## src/rtl/exc_entry.sv

```systemverilog
module exc_entry #(
  parameter int XLEN      = 32,
  parameter int ALIGN     = 8,
  parameter int VEC_SHIFT = 5,
  parameter int CW        = 3
) (
  input  logic            clk,
  input  logic            rst_n,
  input  logic [XLEN-1:0] pc_cur,
  input  logic            ie_in,
  input  logic            eie_in,
  input  logic            bie_in,
  input  logic [XLEN-1:0] ebase,
  input  logic [XLEN-1:0] dbase,
  input  logic            remap,
  input  logic            irq,
  input  logic            req_ibus,
  input  logic            req_dbus,
  input  logic            req_div,
  input  logic            req_sys,
  input  logic            req_brk,
  input  logic            req_wch,
  output logic            taken,
  output logic [CW-1:0]   cause,
  output logic [XLEN-1:0] pc_vec,
  output logic            ea_we,
  output logic [XLEN-1:0] ea_data,
  output logic            ba_we,
  output logic [XLEN-1:0] ba_data,
  output logic            ie_out,
  output logic            eie_out,
  output logic            bie_out
);

  localparam logic [XLEN-1:0] BASE_MASK = ~((XLEN'(1) << ALIGN) - XLEN'(1));

  logic          irq_ok;
  logic          any;
  logic [CW-1:0] num;
  logic          dbg;
  logic [XLEN-1:0] base;
  logic [XLEN-1:0] vec;

  assign irq_ok = irq & ie_in;
  assign any = req_brk | req_ibus | req_wch | req_dbus | req_div | irq_ok | req_sys;

  always_comb begin
    num = '0;
    if      (req_brk)  num = CW'(1);
    else if (req_ibus) num = CW'(2);
    else if (req_wch)  num = CW'(3);
    else if (req_dbus) num = CW'(4);
    else if (req_div)  num = CW'(5);
    else if (irq_ok)   num = CW'(6);
    else if (req_sys)  num = CW'(7);
  end

  assign dbg  = (num == CW'(1)) || (num == CW'(3));
  assign base = ((dbg || remap) ? dbase : ebase) & BASE_MASK;
  assign vec  = base + (XLEN'(num) << VEC_SHIFT);

  always_ff @(posedge clk) begin
    if (!rst_n) begin
      taken   <= 1'b0;
      cause   <= '0;
      pc_vec  <= '0;
      ea_we   <= 1'b0;
      ea_data <= '0;
      ba_we   <= 1'b0;
      ba_data <= '0;
      ie_out  <= 1'b0;
      eie_out <= 1'b0;
      bie_out <= 1'b0;
    end else begin
      taken   <= any;
      ea_we   <= any & ~dbg;
      ba_we   <= any & dbg;
      ie_out  <= any ? 1'b0 : ie_in;
      eie_out <= eie_in | (any & ~dbg & ie_in);
      bie_out <= bie_in | (any & dbg & ie_in);
      if (any) begin
        cause  <= num;
        pc_vec <= vec;
        if (dbg) ba_data <= pc_cur;
        else     ea_data <= pc_cur;
      end
    end
  end

  a_r2_debug_saves_ba: assert property (@(posedge clk) disable iff (!rst_n)
    req_brk |=> (taken && ba_we && !ea_we && ba_data == $past(pc_cur) && cause == 3'd1));

  a_r1_nondebug_saves_ea: assert property (@(posedge clk) disable iff (!rst_n)
    (req_ibus && !req_brk) |=> (ea_we && !ba_we && ea_data == $past(pc_cur)));

  a_r3_ie_cleared: assert property (@(posedge clk) disable iff (!rst_n)
    taken |-> !ie_out);

  a_r3_shadow_kept: assert property (@(posedge clk) disable iff (!rst_n)
    (eie_in && bie_in) |=> (eie_out && bie_out));

  a_r6_masked_irq: assert property (@(posedge clk) disable iff (!rst_n)
    (irq && !ie_in && !req_brk && !req_ibus && !req_wch && !req_dbus && !req_div && !req_sys)
      |=> !taken);

  a_r4_vec_aligned: assert property (@(posedge clk) disable iff (!rst_n)
    taken |-> (pc_vec[VEC_SHIFT-1:0] == '0));

  a_r8_one_writer: assert property (@(posedge clk) disable iff (!rst_n)
    $countones({ea_we, ba_we}) <= 1);

  a_r8_idle_holds: assert property (@(posedge clk) disable iff (!rst_n)
    !taken |-> (!ea_we && !ba_we));

endmodule

```

## config.mk

```make
export PLATFORM = sky130hd
export DESIGN_NAME = exc_entry
export DESIGN_NICKNAME = d
export VERILOG_FILES = /design/src/rtl/exc_entry.sv
export SDC_FILE = /design/constraint.sdc
export NUM_CORES = 1
export LEC_CHECK = 0
export BUFFER_PORTS_ARGS = -buffer_cell sky130_fd_sc_hd__buf_2
export CAP_MARGIN = 5
export CORE_MARGIN = 5
export CORE_UTILIZATION = 42
export CTS_BUF_LIST = sky130_fd_sc_hd__clkbuf_4 sky130_fd_sc_hd__clkbuf_8
export DETAILED_ROUTE_END_ITERATION = 16
export GPL_ROUTABILITY_DRIVEN = 0
export GPL_TIMING_DRIVEN = 0
export PLACE_DENSITY = 0.8
export SLEW_MARGIN = 30
export SYNTH_ARGS = -nofsm -noshare
export SYNTH_HDL_FRONTEND = slang
export SYNTH_SLANG_ARGS = --single-unit
```

## constraint.sdc

```tcl
create_clock -name clk -period 1.4 [get_ports clk]
set_input_delay 0.07 -clock clk [delete_from_list [all_inputs] [get_ports clk]]
set_output_delay 0.07 -clock clk [all_outputs]
set_load 0.02 [all_outputs]
```

# After elaboration in Yosys (flattened, before gate mapping)
# Cells that the tools add are included.
# word_totals
reg_bits	105
latch_bits	0
ramBits	0
mem_bits_ro	0
inputBits	109
out_inout_bits	105
elab_cells	41
memories	0
# op_classes
n_addsub	1
mul	0
div	0
magnitude_cmp	0
eq_ne	2
shifts	0
n_mux	8
n_bitwise	15
n_reduce_logical	5
# ops
cell	n
adder 32 x 8 -> 32 bit	1
two-way mux 32 bit	1
two-way mux 3 bit	7
bitwise OR 1 bit	8
AND 1 bit	5
AND reduction 2 bit	2
equality test 3 x 1 -> 1 bit (second input constant)	1
equality test 3 x 2 -> 1 bit (second input constant)	1
logical OR 1 bit	2
NOT 1 bit	2
OR reduction 2 bit	1

# Depth between registers and ports, before layout
# Gate-level depths: netlist (run 1).
# logic_depth
depth_word	13
ltp_mapped	6
mapped_depth_nobuf	3

# Worst setup path after synthesis (run 1)
# Ideal clock, no wire load.
# synth_path
path_type	in2reg
start	input port ie_in
end	register ea_we
setup_ps	115
arrival_ps	1253
required_ps	1285
slack_ps	32
path_stages	6
path_buffers	3
cell_sequence	a2111o_1 > buf_2 > o211a_1 > buf_6 > buf_6 > and2_1
# synth_between
elab_chain_len	11
word_cells_on_any_way	14
classes_between	eq/ne: 2; mux: 6; bitwise: 5; reduce/logical: 1
# synth_lines
item	line_no	source
start, declared	10	input logic ie_in,
AND 1 bit *	44	assign irq_ok = irq & ie_in;
two-way mux 3 bit	54	else if (irq_ok) num = CW'(6);
two-way mux 3 bit	53	else if (req_div) num = CW'(5);
two-way mux 3 bit	52	else if (req_dbus) num = CW'(4);
two-way mux 3 bit	51	else if (req_wch) num = CW'(3);
two-way mux 3 bit	50	else if (req_ibus) num = CW'(2);
two-way mux 3 bit	49	if (req_brk) num = CW'(1);
equality test 3 x 1 -> 1 bit / equality test 3 x 2 -> 1 bit (equally long branches)	58	assign dbg = (num == CW'(1)) || (num == CW'(3));
logical OR 1 bit	58	
NOT 1 bit	76	ea_we <= any & ~dbg;
AND 1 bit *	76	
end signal, assigned	76	
end, declared	26	output logic ea_we,
# Mark *: on every way between the ends. The rest lies on a longest branch, timed or not.
# A chain may end at the register's enable or synchronous reset.

# Final worst setup path (run 1)
# layout_path
start	input port req_wch
end	register ba_data[13]
# layout_between
elab_chain_len	6
word_cells_on_any_way	12
classes_between	eq/ne: 2; mux: 3; bitwise: 5; reduce/logical: 2
# layout_lines
item	line_no	source
start, declared	22	input logic req_wch,
two-way mux 3 bit / bitwise OR 1 bit (equally long branches)	51, 45	
two-way mux 3 bit / bitwise OR 1 bit (equally long branches)	50, 45	
two-way mux 3 bit / bitwise OR 1 bit (equally long branches)	49, 45	
equality test 3 x 1 -> 1 bit, or another cell as far along	58	
logical OR 1 bit / bitwise OR 1 bit (equally long branches)	58, 45	
AND reduction 2 bit (no source line) *	n/a	
end signal, assigned	84	if (dbg) ba_data <= pc_cur;
end, declared	29	output logic [XLEN-1:0] ba_data,
# Marks and branches as above.

==> metrics, run 1 <==
antenna viol nets, final 0; Die H 108 microns; final hold vios 0; post-synthesis simple-gate area fraction 0.184; CP arrival 1.54 ns; CTS tree done; largest family of logic cells by synthesized area simple AND/OR/NAND/NOR gates; Fmax 793 MHz; Starting Density 0.434; Worst EP required 1.68 ns; Remaining DRCs 0; CTS Buf Count 9; WL final 14.9 mm; crit path kind input port to flip-flop; worst clock skew 0 ns; worst r2r dst cause[0]; hold depth 3; hold endpoint pc_vec[27]; max cap viols 0; Period Utilization, post-route 0.901; type of origin of the critical path input port; Final Slew Violations 0; Finish-stage setup viols 0; most common cell after layout, fill and taps aside buf_2; adder-cell share of the synthesized area 0; RSZ-0062 raised after global routing false; Total GRT Usage 0.242; dpl cells 802; Starting DRT DRC Count 271; HPWL Detailed 10.6 mm; CP dominant cell by count clkbuf_1; GR Overflow Total 0; Clock transition at path regs 0.10 ns; dpl ws -0.376 ns; CP Capture Type flip-flop; CP max FO 10; die area 0.0117 sq mm; Worst Hold Class input port to flip-flop; mean post-synth cell area 8.48 sq um; antenna violations before repair 0; FF-to-FF path depth 3; Synth Cell Area 0.00405 sq mm; first-pass GRT wire length 22.5 mm; num rows 35; worst skew pair latency 0.34 ns; Post-synth EDFFs 0; mux contribution to synthesized area 0.0790; area delta synth->final 48.1%; Vias/cell 5.32; CTS Root Cell clkbuf_8; Synth Flop Type dfxtp_1; max incr delay on CP 0.41 ns; relative max-transition margin 0.660; maximum VDD drop 596 uV; Post-DP Area 0.00518 sq mm; Port-buffer cells 191; postcts setup bufs 0; Post-Synth XOR/XNOR Area 0; R2R setup slack 0.44 ns; H-tree Lvls 3; synthesis-stage register bit count 97; fraction of layout cells with a size suffix above 1 0.307; critical path's slowest cell clkbuf_1; crit path time final 1.26 ns; Leak 0.00270 uW; largest net degree at the start of global routing 17; synthesized instance count 478; Ports 214; measured slew at the worst slew-check pin 0.509 ns; FFs w/ async S/R, synth 0; WP buf/inv 3; Synth cell types 29; final worst slack 0.139 ns; Avg WL per Cell 17.0 microns; drt pass-1 iters 5; CP delay by family, top buffers and inverters; Worst Hold Launch ebase[27]; Syn. warnings 0; register area share after synthesis 0.479; status complete, no violations; clk sink count 97; Pwr per Cell Area 1050 mW/mm^2; r2r startpoint cause[0]; final instance area 0.00600 sq mm; commonest non-fill, non-tap cells in the layout 193 x buf_2, 97 x dfxtp_1, 68 x nand2_1, 59 x dlygate4sd3_1, 58 x o21ai_0; Die Span X 108 microns; Synth Area in Compound Gates 0.178; Non-Filler Instances 878; DR vias 4,669; worst hold slack 0.0143 ns; vias in the first global route 4,534; Final nets 852; crit-path cells buf_2 -> nor2b_1 -> clkbuf_1 -> clkbuf_1 -> o21ai_0 -> a21oi_1; Max Root-Sink Buffers 2; core footprint 0.00933 sq mm
-- power breakdown --
part / internal, uW / total (uW) / switching, uW
logic: 531 / 1300 / 764
clock network: 1010 / 1980 / 973
registers: 2940 / 3030 / 94.9
total: 4480 / 6310 / 1830
-- registers in the layout, indices dropped and copies added, names as in the netlist --
name / count
ba_data: 32
ba_we: 1
bie_out: 1
cause: 2
ea_data: 32
ea_we: 1
eie_out: 1
ie_out: 1
pc_vec: 25
taken: 1
-- layer usage --
metal,share of wire,GRT usage,wire length [microns],up-vias
li1,-,-,-,2210
met1,0.40,0.282,5950,2171
met2,0.49,0.423,7230,249
met3,0.084,0.0555,1250,39
met4,0.031,0.112,464,0
met5,0,0,0,-
-- cell families after synthesis --
family,after synthesis
other,1
AO/OA/AOI/OAI,122
buffers and inverters,62
multiplexers,32
flip-flops,97
AND/OR/NAND/NOR,164
-- worst max-delay path by stage --
stage,from,end,cells past startpoint
2_1_floorplan,ie_in,ea_we,6
3_3_place_gp,req_brk,pc_vec[26],6
3_5_place_dp,req_brk,pc_vec[11],6
4_1_cts,req_brk,pc_vec[11],6
5_1_grt,req_brk,pc_vec[25],6
6_report,req_wch,ba_data[13],6
-- worst min-delay path: cells and delay by family --
kind                   cells  cell delay [ns]
buffers and inverters      1             0.10
AO/OA/AOI/OAI              1             0.09
AND/OR/NAND/NOR            1             0.06
-- cells in the mapped netlist (4+ instances only) --
cell / n / area [sq um]
o21ai_0: 58 / 290
dfxtp_1: 97 / 1940
buf_4: 8 / 60.1
a311oi_1: 24 / 210
nand2_1: 68 / 255
a21oi_1: 35 / 175
nor3_1: 24 / 120
nor2_1: 4 / 15.0
clkbuf_1: 38 / 143
nand3_1: 56 / 280
mux2i_1: 32 / 320
buf_6: 7 / 78.8
-- repair_timing --
| item | 4_1_cts | 5_1_grt |
|---|---|---|
| endpoints found under the setup margin | 0 | 41 |
| hold buffers | 59 | 0 |
| endpoints found under the hold margin | 79 | 0 |
| resized for setup | 0 | 9 |
-- area by class of cell --
class                           count  area [sq um]
Multi-Input combinational cell    323          1810
Buffer                             58           308
Fill cell                         814          3330
Antenna cell                        2          5.00
Clock inverter                      6          90.1
Sequential cell                    97          1940
Clock buffer                        9           124
Timing Repair Buffer              250          1550
Inverter                            4          15.0
Tap cell                          129           161
-- metrics by stage --
step           setup TNS, ns  total power [uW]   util
6_report                   0              6310  0.643
5_1_grt                    0              6590  0.643
4_1_cts                    0              6330  0.642
3_5_place_dp          -21.39              4240  0.556
3_3_place_gp          -19.27              4210  0.556
2_1_floorplan              0              3760      -
Note: power is estimated with default switching activity, not from simulation.
==> run 2: changes to the inputs <==
--- a/config.mk
+++ b/config.mk
@@ -5,7 +5,7 @@
 export SDC_FILE = /design/constraint.sdc
 export NUM_CORES = 1
 export LEC_CHECK = 0
-export BUFFER_PORTS_ARGS = -buffer_cell sky130_fd_sc_hd__buf_2
+export BUFFER_PORTS_ARGS = -buffer_cell sky130_fd_sc_hd__buf_4
 export CAP_MARGIN = 5
 export CORE_MARGIN = 5
 export CORE_UTILIZATION = 42
==> run 2 against run 1 <==
Combinational power increased by 13%. Maximum frequency decreased by 1.5%. Via count up 1.2%. Critical path type unchanged. Highest routed layer unchanged.
==> metrics, run 2 (synthesized netlist as in run 1, its figures left out) <==
status complete, no violations; Clock transition at path regs 0.11 ns (about the same); Total GRT Usage 0.253 (+0.0105); fraction of layout cells with a size suffix above 1 0.304 (-0.00227); dpl cells 802 (unchanged); Starting Density 0.434 (unchanged); WL final 15.5 mm (+3.8%); most common cell after layout, fill and taps aside buf_4; Starting DRT DRC Count 261 (-3.7%); final instance area 0.00644 sq mm (+7.3%); final hold vios 0 (unchanged); drt pass-1 iters 5 (unchanged); Avg WL per Cell 17.6 microns (+4.0%); H-tree Lvls 3 (unchanged); relative max-transition margin 0.602 (-0.0583); Period Utilization, post-route 0.914 (+0.0138); commonest non-fill, non-tap cells in the layout 199 x buf_4, 97 x dfxtp_1, 68 x nand2_1, 58 x o21ai_0, 57 x dlygate4sd3_1; max cap viols 0 (unchanged); Non-Filler Instances 876 (-0.23%); Vias/cell 5.39 (+1.4%); area delta synth->final 58.9%; Worst Hold Class input port to flip-flop; first-pass GRT wire length 23.5 mm (+4.4%); sw frac 0.302 (+0.0112); CTS Root Cell clkbuf_8; CTS Buf Count 9 (unchanged); CP Capture Type flip-flop; share of total power in combinational logic 0.229 (+0.024); CP arrival 1.56 ns (+0.02 ns); Ports 214 (unchanged); Pwr per Cell Area 996 mW/mm^2 (-5.3%); Leak 0.00279 uW (+3.1%); HPWL Detailed 11.2 mm (+5.3%); Post-DP Area 0.00566 sq mm (+9.2%); num rows 35 (unchanged); Remaining DRCs 0 (unchanged); worst clock skew 0 ns (unchanged); Final Slew Violations 0 (unchanged); vias in the first global route 4,612 (+1.7%); fin util 0.690 (+0.0468); DR vias 4,725 (+1.2%); Clk network pwr share 0.296 (-0.018); PnR Total Power 6410 uW (+1.6%); R2R setup slack 0.44 ns (about the same); Reg power frac 0.475 (-0.006); die area 0.0117 sq mm (unchanged); sw power 1930 uW (+5.5%); Die H 108 microns (unchanged); worst skew pair latency 0.37 ns (+0.03 ns); antenna violations before repair 0 (unchanged); largest registers ba_data: 32 flops, ea_data: 32 flops, pc_vec: 25 flops; Finish-stage setup viols 0 (unchanged); largest net degree at the start of global routing 18 (+1); postcts setup bufs 0 (unchanged); crit path kind input port to flip-flop; Pint 4480 uW (about the same); Die Span X 108 microns (unchanged); Max Root-Sink Buffers 2 (unchanged); Worst EP required 1.68 ns (about the same); Port-buffer cells 191 (unchanged); core footprint 0.00933 sq mm (unchanged); maximum VDD drop 657 uV (+10%); Fmax 781 MHz (-1.5%); antenna viol nets, final 0 (unchanged); type of origin of the critical path input port; measured slew at the worst slew-check pin 0.597 ns (+0.0875 ns); Final nets 850 (-0.23%); CP max FO 10 (unchanged); crit path time final 1.28 ns (+0.0194 ns); Total Neg Setup Slack 0 ns (unchanged); CTS tree done; clk sink count 97 (unchanged); RSZ-0062 raised after global routing false; GR Overflow Total 0 (unchanged)
-- run 2: cell types whose count changed in the layout (fill, tap and decap cells not counted), moves of 2 or more --
cell           delta
clkbuf_1          +3
buf_4           +191
clkbuf_2          -3
dlygate4sd3_1     -2
buf_2           -191
-- run 2: per-stage QoR --
step,hold WS [ns],worst slack (ns)
2_1_floorplan,0.148,0.0322
3_3_place_gp,0.288,-0.323
3_5_place_dp,0.294,-0.397
4_1_cts,0.000153,0.0874
5_1_grt,0.0108,0.000467
6_report,0.0000924,0.120
-- run 2: path summary, 6_finish.rpt --
check / from / end / cells after the start
worst max register to register: cause[0] / cause[0] / 3
worst max-delay path: req_wch / ba_data[11] / 6
worst min-delay path: dbase[15] / pc_vec[15] / 3
worst min register to register: ea_data[21] / ea_data[21] / 2
-- run 2: layer usage --
metal	track usage	part of all wire	up-vias
met1	0.290	0.38	2211
li1	-	-	2203
met3	0.0657	0.10	39
met4	0.118	0.033	0
met5	0	0	-
met2	0.440	0.49	272
-- run 2: final cells by class --
| cell class | instances | area (sq um) |
|---|---|---|
| fill | 757 | 2890 |
| antenna | 1 | 2.50 |
| clock inverter | 7 | 75.1 |
| multi-input combinational | 323 | 1810 |
| tap | 129 | 161 |
| sequential | 97 | 1940 |
| inverter | 4 | 15.0 |
| clock buffer | 9 | 124 |
| buffer | 58 | 304 |
| timing repair buffer | 248 | 2000 |
-- run 2: timing repair --
item                                   in CTS  in global routing
hold buffers                               57                  0
endpoints found under the hold margin      75                  0
resized for setup                           1                  2
setup endpoints to repair                   2                 10
-- run 2: power by group through the flow --
stage / Sequential, uW / Combinational, uW / Clock, uW
2_1_floorplan: 3310 / 453 / 0
3_3_place_gp: 3100 / 1300 / 0
3_5_place_dp: 3110 / 1320 / 0
4_1_cts: 3040 / 1460 / 1910
5_1_grt: 3060 / 1570 / 2040
6_report: 3050 / 1470 / 1900
-- run 2: worst max-delay path, stage by stage --
cell	delay (ns)
buf_4	0.12
nor2b_1	0.21
clkbuf_1	0.40
clkbuf_1	0.44
o21ai_0	0.16
a21oi_1	0.17
==> run 3: changes to the inputs <==
--- a/config.mk
+++ b/config.mk
@@ -13,6 +13,7 @@
 export DETAILED_ROUTE_END_ITERATION = 16
 export GPL_ROUTABILITY_DRIVEN = 0
 export GPL_TIMING_DRIVEN = 0
+export HOLD_SLACK_MARGIN = 0.15
 export PLACE_DENSITY = 0.8
 export SLEW_MARGIN = 30
 export SYNTH_ARGS = -nofsm -noshare
==> run 3 against run 2 <==
Core utilization rose by 3.6 points. Maximum frequency decreased by 7.2%. Clock skew stayed put.
==> metrics, run 3 (synthesized netlist as in run 1, its figures left out) <==
largest registers ba_data: 32 flops, ea_data: 32 flops, pc_vec: 25 flops; Vias/cell 5.54 (+2.7%); Clk network pwr share 0.291 (-0.005); clk sink count 97 (unchanged); CP Capture Point bie_out; # fillers 664 (-12%); Avg WL per Cell 19.2 microns (+8.6%); crit path kind input port to flip-flop; CTS Buf Count 9 (unchanged); worst skew pair latency 0.36 ns (about the same); Clock transition at path regs 0.10 ns (about the same); Worst Hold Class input port to flip-flop; crit path time final 1.38 ns (+0.0993 ns); max cap viols 0 (unchanged); num rows 35 (unchanged); ant diodes 0 (-1); Ports 214 (unchanged); DR vias 5,028 (+6.4%); fin util 0.727 (+0.0364); Die Span X 108 microns (unchanged); Die H 108 microns (unchanged); CTS tree done; sw power 1990 uW (+3.1%); Period Utilization, post-route 0.985 (+0.0709); Remaining DRCs 0 (unchanged); first-pass GRT wire length 26.6 mm (+13%); final hold vios 0 (unchanged); Pwr per Cell Area 964 mW/mm^2 (-3.2%); HPWL Detailed 11.2 mm (unchanged); drt pass-1 iters 5 (unchanged); Total GRT Usage 0.289 (+0.0357); most common cell after layout, fill and taps aside buf_4; CP dominant cell by count clkbuf_1; CTS Root Cell clkbuf_8; Post-DP Area 0.00566 sq mm (unchanged); commonest non-fill, non-tap cells in the layout 199 x buf_4, 97 x dfxtp_1, 90 x dlygate4sd3_1, 68 x nand2_1, 58 x o21ai_0; Multi-input gate area 0.00182 sq mm (+0.35%); sw frac 0.305 (+0.00336); Port-buffer cells 191 (unchanged); final instance area 0.00678 sq mm (+5.3%); Reg power frac 0.467 (-0.008); Leak 0.00294 uW (+5.5%); Starting Density 0.434 (unchanged); worst clock skew 0 ns (unchanged); worst r2r dst cause[0]; FF-to-FF path depth 3 (unchanged); vias in the first global route 5,117 (+11%); RSZ-0062 raised after global routing false; Final Slew Violations 0 (unchanged); Crit. Startpoint rst_n; share of total power in combinational logic 0.242 (+0.013); FF/Latch Area 0.00194 sq mm (unchanged); crit-path cells clkbuf_1 -> inv_1 -> clkbuf_1 -> a21oi_1 -> dlygate4sd3_1; dpl ws -0.397 ns (unchanged); largest net degree at the start of global routing 18 (unchanged); CP max FO 10 (unchanged); WL final 17.4 mm (+13%); core footprint 0.00933 sq mm (unchanged); PnR Total Power 6540 uW (+1.9%); fraction of layout cells with a size suffix above 1 0.298 (-0.00647); final worst slack 0.0205 ns (-0.0993 ns); relative max-transition margin 0.590 (-0.0125); r2r startpoint cause[0]; Worst EP required 1.71 ns (+0.03 ns); maximum VDD drop 709 uV (+7.8%); die area 0.0117 sq mm (unchanged); antenna violations before repair 0 (unchanged); status complete, no violations; GR Overflow Total 0 (unchanged); type of origin of the critical path input port; Total Neg Setup Slack 0 ns (unchanged); Final nets 883 (+3.9%); Starting DRT DRC Count 349 (+34%); Pint 4540 uW (+1.4%); area delta synth->final 67.2%; CP Capture Type flip-flop; R2R setup slack 0.41 ns (-0.03 ns); Fmax 725 MHz (-7.2%); Finish-stage setup viols 0 (unchanged); H-tree Lvls 3 (unchanged); antenna viol nets, final 0 (unchanged); CP arrival 1.69 ns (+0.13 ns); max incr delay on CP 0.56 ns (+0.12 ns); critical path's slowest cell dlygate4sd3_1; measured slew at the worst slew-check pin 0.616 ns (+0.0187 ns); Max Root-Sink Buffers 2 (unchanged)
run 3: cell types whose count changed in the layout (fill, tap and decap cells not counted):
cell / delta
a311oi_1: -1
a311oi_2: +1
clkbuf_1: -4
clkbuf_2: +4
diode_2: -1
dlygate4sd3_1: +33
run 3: cell type report:
type | instances | area share
Multi-Input combinational cell | 323 | 0.268
Timing Repair Buffer | 281 | 0.344
Sequential cell | 97 | 0.287
Clock inverter | 7 | 0.0111
Buffer | 58 | 0.0456
Tap cell | 129 | 0.0238
Inverter | 4 | 0.00222
Clock buffer | 9 | 0.0183
run 3: worst max-delay path: cells and delay by family:
kind                   cells  cell delay (ns)
AOI/OAI and AO/OA          1             0.17
buffers and inverters      4             1.45
run 3: what timing repair did:
item / in CTS / in global routing
pin swaps: 0 / 2
endpoints found under the setup margin: 2 / 41
gates resized for setup: 1 / 11
setup buffers: 0 / 0
hold buffers: 90 / 1
endpoints found under the hold margin: 94 / 5
run 3: layer usage:
metal	track usage	part of all wire	vias to the layer above
li1	-	-	2274
met1	0.317	0.36	2289
met2	0.492	0.47	374
met3	0.0788	0.11	91
met4	0.182	0.061	0
met5	0	0	-
run 3: worst min path at each step:
stage	cells after the start	to	slack, ns	start
6_report	4	pc_vec[8]	0.08	remap
5_1_grt	4	pc_vec[8]	0.10	remap
4_1_cts	4	pc_vec[8]	0.07	remap
3_5_place_dp	2	pc_vec[7]	0.29	req_wch
3_3_place_gp	2	pc_vec[7]	0.29	req_wch
2_1_floorplan	1	pc_vec[7]	0.15	req_ibus
run 3: power by group through the flow:
| stage | registers, uW | logic (uW) | clock network, uW |
|---|---|---|---|
| 5_1_grt | 3070 | 1680 | 2040 |
| 3_5_place_dp | 3110 | 1320 | 0 |
| 6_report | 3050 | 1580 | 1900 |
| 2_1_floorplan | 3310 | 453 | 0 |
| 3_3_place_gp | 3100 | 1300 | 0 |
| 4_1_cts | 3040 | 1530 | 1910 |
run 3: metrics by stage:
step	hold WS [ns]	cells
2_1_floorplan	0.148	482
3_3_place_gp	0.288	802
3_5_place_dp	0.294	802
4_1_cts	0.0707	908
5_1_grt	0.103	908
6_report	0.0819	908
